===== config.mk =====
export PLATFORM = sky130hd
export DESIGN_NAME = vft_seq
export DESIGN_NICKNAME = d
export VERILOG_FILES = /design/src/rtl/vft_pkg.sv /design/src/rtl/vft_edge.sv /design/src/rtl/vft_ctrl.sv /design/src/rtl/vft_strobe.sv /design/src/rtl/vft_seq.sv
export SDC_FILE = /design/constraint.sdc
export NUM_CORES = 1
export LEC_CHECK = 0
export BUFFER_PORTS_ARGS = -buffer_cell sky130_fd_sc_hd__buf_4
export CAP_MARGIN = 25
export CELL_PAD_IN_SITES_DETAIL_PLACEMENT = 0
export CELL_PAD_IN_SITES_GLOBAL_PLACEMENT = 2
export CORE_ASPECT_RATIO = 0.75
export CORE_MARGIN = 5
export CORE_UTILIZATION = 30
export CTS_CLUSTER_SIZE = 8
export DETAILED_ROUTE_END_ITERATION = 10
export GPL_TIMING_DRIVEN = 0
export PLACE_DENSITY_LB_ADDON = 0.1
export SLEW_MARGIN = 10
export SYNTH_ARGS = -nofsm -noshare
export SYNTH_HDL_FRONTEND = slang
export SYNTH_SLANG_ARGS = --single-unit

===== constraint.sdc =====
create_clock -name clk -period 2.25 [get_ports clk]
set_clock_uncertainty 0.15 [all_clocks]
set_input_delay 0.225 -clock clk [delete_from_list [all_inputs] [get_ports clk]]
set_output_delay 0.225 -clock clk [all_outputs]
set_load 0.02 [all_outputs]

===== src/rtl/vft_pkg.sv =====
// Package: shared state encoding for the video frame trigger sequencer.
// Assumes nothing beyond IEEE 1800-2017 enum support.
package vft_pkg;

    // Sequencer phases: armed, trigger seen but start not reached,
    // cycle waiting for active video, skipping a field, loading a field.
    typedef enum logic [2:0] {
        ST_ARMED = 3'd0,
        ST_PEND  = 3'd1,
        ST_WAIT  = 3'd2,
        ST_SKIP  = 3'd3,
        ST_LOAD  = 3'd4
    } vft_state_t;

endpackage


===== src/rtl/vft_edge.sv =====
// Module: single-bit edge detector.
// Produces a one-clock pulse on the chosen transition of din, in the same
// clock in which the new level is sampled. The history flop clears on reset,
// so a level already high when reset is released counts as a rising edge.
module vft_edge #(
    parameter bit RISING = 1'b1
) (
    input  logic clk,
    input  logic rst_n,
    input  logic din,
    output logic pulse
);

    logic hist_q;

    // Remember the previous sampled level.
    always_ff @(posedge clk) begin
        if (!rst_n) hist_q <= 1'b0;
        else        hist_q <= din;
    end

    if (RISING) begin : g_rise
        assign pulse = din & ~hist_q;
    end else begin : g_fall
        assign pulse = ~din & hist_q;
    end

endmodule


===== src/rtl/vft_ctrl.sv =====
// Module: acquisition cycle controller.
// Moves from armed through start qualification, optional field skip and
// one or two load fields, then back to armed or straight into a queued cycle.
// Assumes vsync pulses only while vblank is high, and that the configuration
// inputs stay stable during a cycle. Field boundaries are taken from the
// vblank level: active region starts when vblank is sampled low and ends when
// it is sampled high again.
module vft_ctrl
    import vft_pkg::*;
(
    input  logic       clk,
    input  logic       rst_n,
    input  logic       trig_rise,
    input  logic       vblank,
    input  logic       vsync,
    input  logic       strobe_en,
    input  logic       stored_mode,
    input  logic       skip_mode,
    input  logic       two_fields,
    output vft_state_t state,
    output logic       cyc_start
);

    vft_state_t st_q, st_n;
    logic       pend_q, pend_n;
    logic       skip_q, skip_n;
    logic       half_q, half_n;
    logic       running;
    logic       last_field;

    assign running    = (st_q == ST_WAIT) || (st_q == ST_SKIP) || (st_q == ST_LOAD);
    assign last_field = !two_fields || half_q;

    // Next-state and bookkeeping for pending trigger, skip and field count.
    always_comb begin
        st_n      = st_q;
        pend_n    = pend_q;
        skip_n    = skip_q;
        half_n    = half_q;
        cyc_start = 1'b0;
        if (running && trig_rise && stored_mode) pend_n = 1'b1;
        case (st_q)
            ST_ARMED: begin
                if (trig_rise) begin
                    if (!strobe_en && vblank) cyc_start = 1'b1;
                    else                      st_n = ST_PEND;
                end
            end
            ST_PEND: begin
                if (strobe_en ? vsync : vblank) cyc_start = 1'b1;
            end
            ST_WAIT: begin
                if (!vblank) st_n = skip_q ? ST_SKIP : ST_LOAD;
            end
            ST_SKIP: begin
                if (vblank) begin
                    st_n   = ST_WAIT;
                    skip_n = 1'b0;
                end
            end
            ST_LOAD: begin
                if (vblank) begin
                    if (!last_field) begin
                        half_n = 1'b1;
                        st_n   = ST_WAIT;
                    end else if (pend_n) begin
                        cyc_start = 1'b1;
                    end else begin
                        st_n = ST_ARMED;
                    end
                end
            end
            default: st_n = ST_ARMED;
        endcase
        if (cyc_start) begin
            st_n   = ST_WAIT;
            pend_n = 1'b0;
            skip_n = skip_mode;
            half_n = 1'b0;
        end
    end

    // State registers.
    always_ff @(posedge clk) begin
        if (!rst_n) begin
            st_q   <= ST_ARMED;
            pend_q <= 1'b0;
            skip_q <= 1'b0;
            half_q <= 1'b0;
        end else begin
            st_q   <= st_n;
            pend_q <= pend_n;
            skip_q <= skip_n;
            half_q <= half_n;
        end
    end

    assign state = st_q;

endmodule


===== src/rtl/vft_strobe.sv =====
// Module: strobe line-delay timer.
// A cycle that starts with the strobe enabled owes one strobe. The first vsync
// seen while owed (or on the start clock itself) loads the delay, which then
// counts hsync ticks. The tick that finds zero turns the strobe on for one line.
// The output polarity is applied here.
module vft_strobe #(
    parameter int DLY_W = 8
) (
    input  logic             clk,
    input  logic             rst_n,
    input  logic             cyc_start,
    input  logic             strobe_en,
    input  logic             vsync,
    input  logic             hsync,
    input  logic             strobe_invert,
    input  logic [DLY_W-1:0] strobe_dly,
    output logic             strobe_out
);

    logic             owed_q;
    logic             run_q;
    logic             act_q;
    logic [DLY_W-1:0] cnt_q;
    logic             load;

    assign load = vsync && strobe_en && (owed_q || cyc_start);

    // Delay counter, owed flag and one-line strobe state.
    always_ff @(posedge clk) begin
        if (!rst_n) begin
            owed_q <= 1'b0;
            run_q  <= 1'b0;
            act_q  <= 1'b0;
            cnt_q  <= '0;
        end else begin
            if (hsync && act_q) act_q <= 1'b0;
            if (load) begin
                cnt_q  <= strobe_dly;
                run_q  <= 1'b1;
                owed_q <= 1'b0;
            end else begin
                if (cyc_start && strobe_en) owed_q <= 1'b1;
                if (hsync && run_q) begin
                    if (cnt_q == '0) begin
                        act_q <= 1'b1;
                        run_q <= 1'b0;
                    end else begin
                        cnt_q <= cnt_q - 1'b1;
                    end
                end
            end
        end
    end

    assign strobe_out = act_q ^ strobe_invert;

endmodule


===== src/rtl/vft_seq.sv =====
// Module: video frame trigger sequencer (top).
// Ties the trigger edge detector, the cycle controller and the strobe timer
// together and decodes the status flags and the load enable from the
// controller state. All inputs are synchronous to clk.
module vft_seq
    import vft_pkg::*;
#(
    parameter int DLY_W = 8
) (
    input  logic             clk,
    input  logic             rst_n,
    input  logic             vblank,
    input  logic             vsync,
    input  logic             hsync,
    input  logic             trig_in,
    input  logic             strobe_en,
    input  logic             stored_mode,
    input  logic             skip_mode,
    input  logic             strobe_invert,
    input  logic             two_fields,
    input  logic [DLY_W-1:0] strobe_dly,
    output logic             armed,
    output logic             in_cycle,
    output logic             mem_load,
    output logic             strobe_out
);

    vft_state_t state;
    logic       trig_rise;
    logic       cyc_start;

    vft_edge #(.RISING(1'b1)) u_trig_edge (
        .clk   (clk),
        .rst_n (rst_n),
        .din   (trig_in),
        .pulse (trig_rise)
    );

    vft_ctrl u_ctrl (
        .clk         (clk),
        .rst_n       (rst_n),
        .trig_rise   (trig_rise),
        .vblank      (vblank),
        .vsync       (vsync),
        .strobe_en   (strobe_en),
        .stored_mode (stored_mode),
        .skip_mode   (skip_mode),
        .two_fields  (two_fields),
        .state       (state),
        .cyc_start   (cyc_start)
    );

    vft_strobe #(.DLY_W(DLY_W)) u_strobe (
        .clk           (clk),
        .rst_n         (rst_n),
        .cyc_start     (cyc_start),
        .strobe_en     (strobe_en),
        .vsync         (vsync),
        .hsync         (hsync),
        .strobe_invert (strobe_invert),
        .strobe_dly    (strobe_dly),
        .strobe_out    (strobe_out)
    );

    // Status and load decode from the controller state.
    always_comb begin
        armed    = (state == ST_ARMED) || (state == ST_PEND);
        in_cycle = (state == ST_WAIT) || (state == ST_SKIP) || (state == ST_LOAD);
        mem_load = (state == ST_LOAD);
    end

endmodule


==> impl_metrics.env, run 1 <==
export IMPL_hold_buffers=0
export IMPL_hold_path_endpoint="u_trig_edge.hist_q$_SDFF_PN0_"
export IMPL_cts_buffers=3
export IMPL_post_place_cells=212
export IMPL_synth_async_reset_ratio_pct=0
export IMPL_yosysSeqAreaShare_pct=32.69
export IMPL_cts_tree="built"
export IMPL_n_antenna_cell=0
export IMPL_synthToLayoutAreaGrowth_pct=25.20
export IMPL_p_leak_uw=0.0005811
export IMPL_p_per_area_mw_per_mm2=628.1
export IMPL_finalCritPeriodShare_pct=88.94
export IMPL_grt_pass1_wl_mm=4.491
export IMPL_setup_viol=0
export IMPL_grt_pass1_vias=933
export IMPL_cts_resized=0
export IMPL_cp_arrival_ns=1.99
export IMPL_rsz0062_at_grt="false"
export IMPL_synth_seq_cells=18
export IMPL_required_ns=2.24
export IMPL_clock_latency_ns=0.26
export IMPL_yosysMostFrequentCell="nand2_1"
export IMPL_synth_nets=160
export IMPL_grt_ovfl_total=0
export IMPL_rrSetupSlack_ns=0.25
export IMPL_max_slew_worst_pin_slew_ns=0.4934
export IMPL_synth_cells=139
export IMPL_relSlewSlack_pct=67.02
export IMPL_layout_cells_non_filler=216
export IMPL_yosys_area_top_type="dfxtp_1"
export IMPL_ir_drop_mv=0.2387
export IMPL_wl_met2_mm=1.092
export IMPL_synth_top_flop_cell="dfxtp_1"
export IMPL_dr_pass1_iters=4
export IMPL_wirelength_mm=2.818
export IMPL_rows=19
export IMPL_synth_cell_types=43
export IMPL_core_sq_mm=0.003613
export IMPL_r2r_end="u_strobe.cnt_q[1]$_SDFFE_PN0P_"
export IMPL_wl_met3_um=152
export IMPL_finalMaxSlewViolations=0
export IMPL_hp_class="primary input to flip-flop"
export IMPL_vias=1032
export IMPL_drtIter0Drc=56
export IMPL_avgViaCountPerCell=4.778
export IMPL_worst_path_max_fanout=5
export IMPL_cts_htree_levels=1
export IMPL_r2r_start="u_strobe.cnt_q[0]$_SDFFE_PN0P_"
export IMPL_dp_hpwl_mm=2.172
export IMPL_cts_num_sinks=18
export IMPL_yosysTopAreaCellShare_pct=32.69
export IMPL_synthTopCellsByArea="dfxtp_1 33%, a21oi_1 6.8%, nand2_1 6.5%, mux2i_1 4.5%, nor2_1 4.4%"
export IMPL_avgSynthCellArea_sq_um=7.930
export IMPL_timing_final_crit_period_ns=2.001
export IMPL_synth_edf_count=0
export IMPL_fmax_mhz=499.7
export IMPL_gr_usage_all_layers_pct=11.50
export IMPL_nets=186
export IMPL_synth_warnings=0
export IMPL_gp_congestion=0.7656
export IMPL_die_y_um=62.50
export IMPL_rr_worst_depth=7
export IMPL_post_drt_wl_per_cell_um=13.05
export IMPL_post_cts_setup_buffers=0
export IMPL_multi_input_area_sq_um=679.4
export IMPL_final_layout_size_suffix_gt1_share_pct=21.95
export IMPL_path_class="flip-flop to flip-flop"
export IMPL_regArea_sq_um=360.3
export IMPL_drt_met1_wl_mm=1.555
export IMPL_max_cap_violations=0
export IMPL_portBuffers=21
export IMPL_grt_max_degree=11
export IMPL_fp_dieArea_sq_mm=0.004999
export IMPL_syn_area_sq_mm=0.001102
export IMPL_antenna_found_initial=0
export IMPL_initial_core_util_pct=30.51
export IMPL_setup_tns_ns=0
export IMPL_ant_nets=0
export IMPL_cp_start_kind="flip-flop"
export IMPL_die_x_um=80.00
export IMPL_drcViolationCount=0
export IMPL_setup_worst_path_end_class="flip-flop"
export IMPL_finalHoldViolCount=0
export IMPL_clockBufferDepth=2
export IMPL_top_layer="met4"
export IMPL_cts_root_buf="clkbuf_8"
export IMPL_io_pins=23
export IMPL_final_core_util_pct=38.19
export IMPL_status="completed"
export IMPL_clk_pin_slew_ns=0.07
export IMPL_hold_start="trig_in"
export IMPL_fillers=395
export IMPL_whs_path_depth=2
export IMPL_ys_top_cells_by_count="19 x nand2_1, 18 x dfxtp_1, 15 x a21oi_1"
[cell usage in the layout, fill, tap and decap left out, types with 2 or more instances in the layout]
cell,Yosys,layout
and2_1,2,2
a31oi_1,2,2
nand2_1,19,19
mux2i_1,5,5
nand3_1,3,3
clkbuf_8,0,4
o211a_1,3,3
a21oi_1,15,15
buf_6,2,2
dfxtp_1,18,18
or4_1,2,2
buf_2,2,2
inv_1,5,5
buf_4,0,21
ha_1,2,2
nor2b_1,7,7
clkbuf_1,2,2
o21ai_0,6,6
nor2_1,13,13
nor3_1,5,5
nand2b_1,2,2
[power by group]
group | internal (uW) | switching, uW
Combinational | 109 | 135
Sequential | 338 | 16.8
Clock | 156 | 112
[final cells by class]
cell class	instances	share of cell area [%]
plain buffers	6	2.901
flip-flops and latches	18	26.11
repair buffers	21	11.42
well taps	52	4.714
multi-input cells	109	49.23
inverters	6	1.632
clock buffers	4	3.989
[critical path: stages (launching register included)]
cell	delay [ns]
dfxtp_1	0.35
inv_1	0.09
ha_1	0.19
nor4b_2	0.44
and2_1	0.30
nor2_1	0.09
o221ai_1	0.17
a21boi_0	0.10
[registers in the layout (all words and copies together) (netlist names)]
| register | flops |
|---|---|
| u_ctrl.half_q | 1 |
| u_ctrl.pend_q | 1 |
| u_ctrl.skip_q | 1 |
| u_ctrl.state | 3 |
| u_strobe.act_q | 1 |
| u_strobe.cnt_q | 8 |
| u_strobe.owed_q | 1 |
| u_strobe.run_q | 1 |
| u_trig_edge.hist_q | 1 |
[cells by family (layout without fill, tap and decap cells)]
kind of cell               after synthesis  after routing  synth area share [%]
muxes                                    6              6                 5.562
DFF                                     18             18                 32.69
AOI/OAI and AO/OA                       38             38                 23.04
adders and majority gates                2              2                 2.270
buffers and inverters                   12             37                 5.675
and+or+nand+nor                         61             61                 29.17
xor gates and xnor gates                 2              2                 1.589
[worst max-delay path by stage]
stage	startpoint	to	slack, ns	cells after the start
detailed placement	u_strobe.cnt_q[0]$_SDFFE_PN0P_	u_strobe.cnt_q[1]$_SDFFE_PN0P_	0.26	7
CTS	u_strobe.cnt_q[0]$_SDFFE_PN0P_	u_strobe.cnt_q[1]$_SDFFE_PN0P_	0.25	7
global route	u_strobe.cnt_q[0]$_SDFFE_PN0P_	u_strobe.cnt_q[1]$_SDFFE_PN0P_	0.08	7
floorplan	u_ctrl.state[2]$_SDFFE_PP0P_	u_strobe.cnt_q[2]$_SDFFE_PN0P_	0.42	6
global placement	u_strobe.cnt_q[0]$_SDFFE_PN0P_	u_strobe.cnt_q[1]$_SDFFE_PN0P_	0.30	7
finish	u_strobe.cnt_q[0]$_SDFFE_PN0P_	u_strobe.cnt_q[1]$_SDFFE_PN0P_	0.25	7
[per-layer routing]
layer | up-vias | track usage, %
met1 | 460 | 18.19
met5 | - | 0
li1 | 543 | -
met2 | 27 | 14.67
met4 | 0 | 2.532
met3 | 2 | 3.602
[through the flow]
step	hold WS [ns]	area (sq um)	setup WS [ns]	total power, uW
2_1_floorplan	0.1967	1102	0.4224	523.3
3_3_place_gp	0.2942	1325	0.2960	599.6
3_5_place_dp	0.3023	1325	0.2603	603.8
4_1_cts	0.03030	1380	0.2489	877.8
5_1_grt	0.03408	1380	0.07877	913.6
6_report	0.03776	1380	0.2489	866.8
Note: power is estimated with default switching activity, not from simulation.
==> run 2: changes to the inputs <==
--- a/config.mk
+++ b/config.mk
@@ -5,7 +5,7 @@
 export SDC_FILE = /design/constraint.sdc
 export NUM_CORES = 1
 export LEC_CHECK = 0
-export BUFFER_PORTS_ARGS = -buffer_cell sky130_fd_sc_hd__buf_4
+export BUFFER_PORTS_ARGS = -buffer_cell sky130_fd_sc_hd__buf_2
 export CAP_MARGIN = 25
 export CELL_PAD_IN_SITES_DETAIL_PLACEMENT = 0
 export CELL_PAD_IN_SITES_GLOBAL_PLACEMENT = 2
==> run 2 against run 1 <==
Final area is 3.8% lower. Count of clock-buffer cells in the layout stayed put. Sequential share of layout area is 1.0 points higher. Critical path depth stayed put. Sequential cell count stayed put. Largest power group unchanged.
==> impl_metrics.env, run 2 (synthesis gave the netlist of run 1 again) <==
export IMPL_cts_htree_levels=1
export IMPL_drcViolationCount=0
export IMPL_cts_tree="built"
export IMPL_p_per_area_mw_per_mm2=636.8
export IMPL_hp_class="primary input to flip-flop"
export IMPL_rsz0062_at_grt="false"
export IMPL_cp_arrival_ns=1.96
export IMPL_fmax_mhz=508.0
export IMPL_initial_core_util_pct=30.51
export IMPL_final_layout_size_suffix_gt1_share_pct=21.95
export IMPL_fillers=400
export IMPL_timing_final_crit_period_ns=1.969
export IMPL_hold_buffers=0
export IMPL_cts_root_buf="clkbuf_8"
export IMPL_fp_dieArea_sq_mm=0.004999
export IMPL_finalCritPeriodShare_pct=87.49
export IMPL_internal_power_uw=589.6
export IMPL_status="completed"
export IMPL_synthToLayoutAreaGrowth_pct=20.43
export IMPL_worst_path_max_fanout=5
export IMPL_largest_register="u_strobe.cnt_q"
export IMPL_setup_viol=0
export IMPL_cts_resized=0
export IMPL_ant_nets=0
export IMPL_vias=1044
export IMPL_p_switching_uw=255.7
export IMPL_drtIter0Drc=49
export IMPL_post_cts_setup_buffers=0
export IMPL_core_sq_mm=0.003613
export IMPL_layout_commonest_cell="buf_2"
export IMPL_whs_path_depth=2
export IMPL_layout_cells_non_filler=216
export IMPL_dr_pass1_iters=4
export IMPL_path_class="flip-flop to flip-flop"
export IMPL_post_place_cells=212
export IMPL_setup_worst_path_end_class="flip-flop"
export IMPL_n_antenna_cell=0
export IMPL_dp_hpwl_mm=2.169
export IMPL_post_drt_wl_per_cell_um=12.72
export IMPL_gp_congestion=0.7338
export IMPL_die_x_um=80.00
export IMPL_whs_ns=0.05001
export IMPL_gr_usage_all_layers_pct=11.48
export IMPL_largest_reg_flops=8
export IMPL_p_total_uw=845.3
export IMPL_switching_share_pct=30.25
export IMPL_wirelength_mm=2.747
export IMPL_grt_ovfl_total=0
export IMPL_required_ns=2.24
export IMPL_setup_tns_ns=0
export IMPL_ir_drop_mv=0.2161
export IMPL_finalMaxSlewViolations=0
export IMPL_clk_pin_slew_ns=0.07
export IMPL_p_leak_uw=0.0005638
export IMPL_cts_num_sinks=18
export IMPL_grt_pass1_vias=956
export IMPL_io_pins=23
export IMPL_layout_common_cells="23 x buf_2, 19 x nand2_1, 18 x dfxtp_1"
export IMPL_die_y_um=62.50
export IMPL_max_cap_violations=0
export IMPL_antenna_found_initial=0
export IMPL_cts_buffers=3
export IMPL_finalHoldViolCount=0
export IMPL_rows=19
export IMPL_pwr_share_comb_pct=26.9
export IMPL_rr_worst_depth=7
export IMPL_grt_max_degree=11
export IMPL_clock_latency_ns=0.25
export IMPL_clock_power_share_pct=31.2
export IMPL_max_slew_worst_pin_slew_ns=0.4884
export IMPL_power_share_sequential_pct=41.9
export IMPL_cp_start_kind="flip-flop"
export IMPL_nets=186
export IMPL_final_core_util_pct=36.74
export IMPL_avgViaCountPerCell=4.833
export IMPL_grt_pass1_wl_mm=4.512
export IMPL_portBuffers=21
export IMPL_clockBufferDepth=2
export IMPL_relSlewSlack_pct=67.36
run 2: changes by cell type in the layout (fill, tap and decap cells not counted):
| cell | previous run | this run |
|---|---|---|
| buf_2 | 2 | 23 |
| buf_4 | 21 | 0 |
run 2: layout make-up:
class                      instances  area (sq um)  area share (%)
buffer                             6         40.04           3.016
clock buffer                       4         55.05           4.147
inverter                           6         22.52           1.697
multi-input combinational        109         679.4           51.18
sequential                        18         360.3           27.14
tap                               52         65.06           4.901
timing repair buffer              21         105.1           7.917
run 2: metrics by stage:
step,cell area [sq um],worst slack [ns]
6_report,1328,0.2814
5_1_grt,1328,0.1373
4_1_cts,1328,0.2596
3_5_place_dp,1272,0.2682
3_3_place_gp,1272,0.3005
2_1_floorplan,1102,0.4224
run 2: path summary, 6_finish.rpt:
path,endpoint,start,slack (ns)
hold reg to reg,u_strobe.owed_q$_SDFFE_PP0P_,u_strobe.owed_q$_SDFFE_PP0P_,0.33
setup reg to reg,u_strobe.cnt_q[1]$_SDFFE_PN0P_,u_strobe.cnt_q[0]$_SDFFE_PN0P_,0.28
hold / removal,u_trig_edge.hist_q$_SDFF_PN0_,trig_in,0.05
setup / recovery,u_strobe.cnt_q[1]$_SDFFE_PN0P_,u_strobe.cnt_q[0]$_SDFFE_PN0P_,0.28
run 2: layer usage:
layer  GRT usage, %  wire [um]  part of all wire [%]
met5              0          0                     0
met1          17.94       1558                    57
met3          4.179        178                   6.5
met2          14.77        992                    36
met4          1.899         18                  0.66
run 2: power groups by stage:
stage	logic [uW]	clock network, uW	registers [uW]
final	227	264	355
after global routing	256	292	358
after CTS	229	279	355
after detailed placement	228	0	362
after global placement	226	0	361
after floorplan	165	0	358
run 2: critical path: stages, from the launching register on:
cell and delay (ns):
dfxtp_1 0.35, inv_1 0.10, ha_1 0.18, nor4b_2 0.43, and2_1 0.28, nor2_1 0.09, o221ai_1 0.17, a21boi_0 0.10
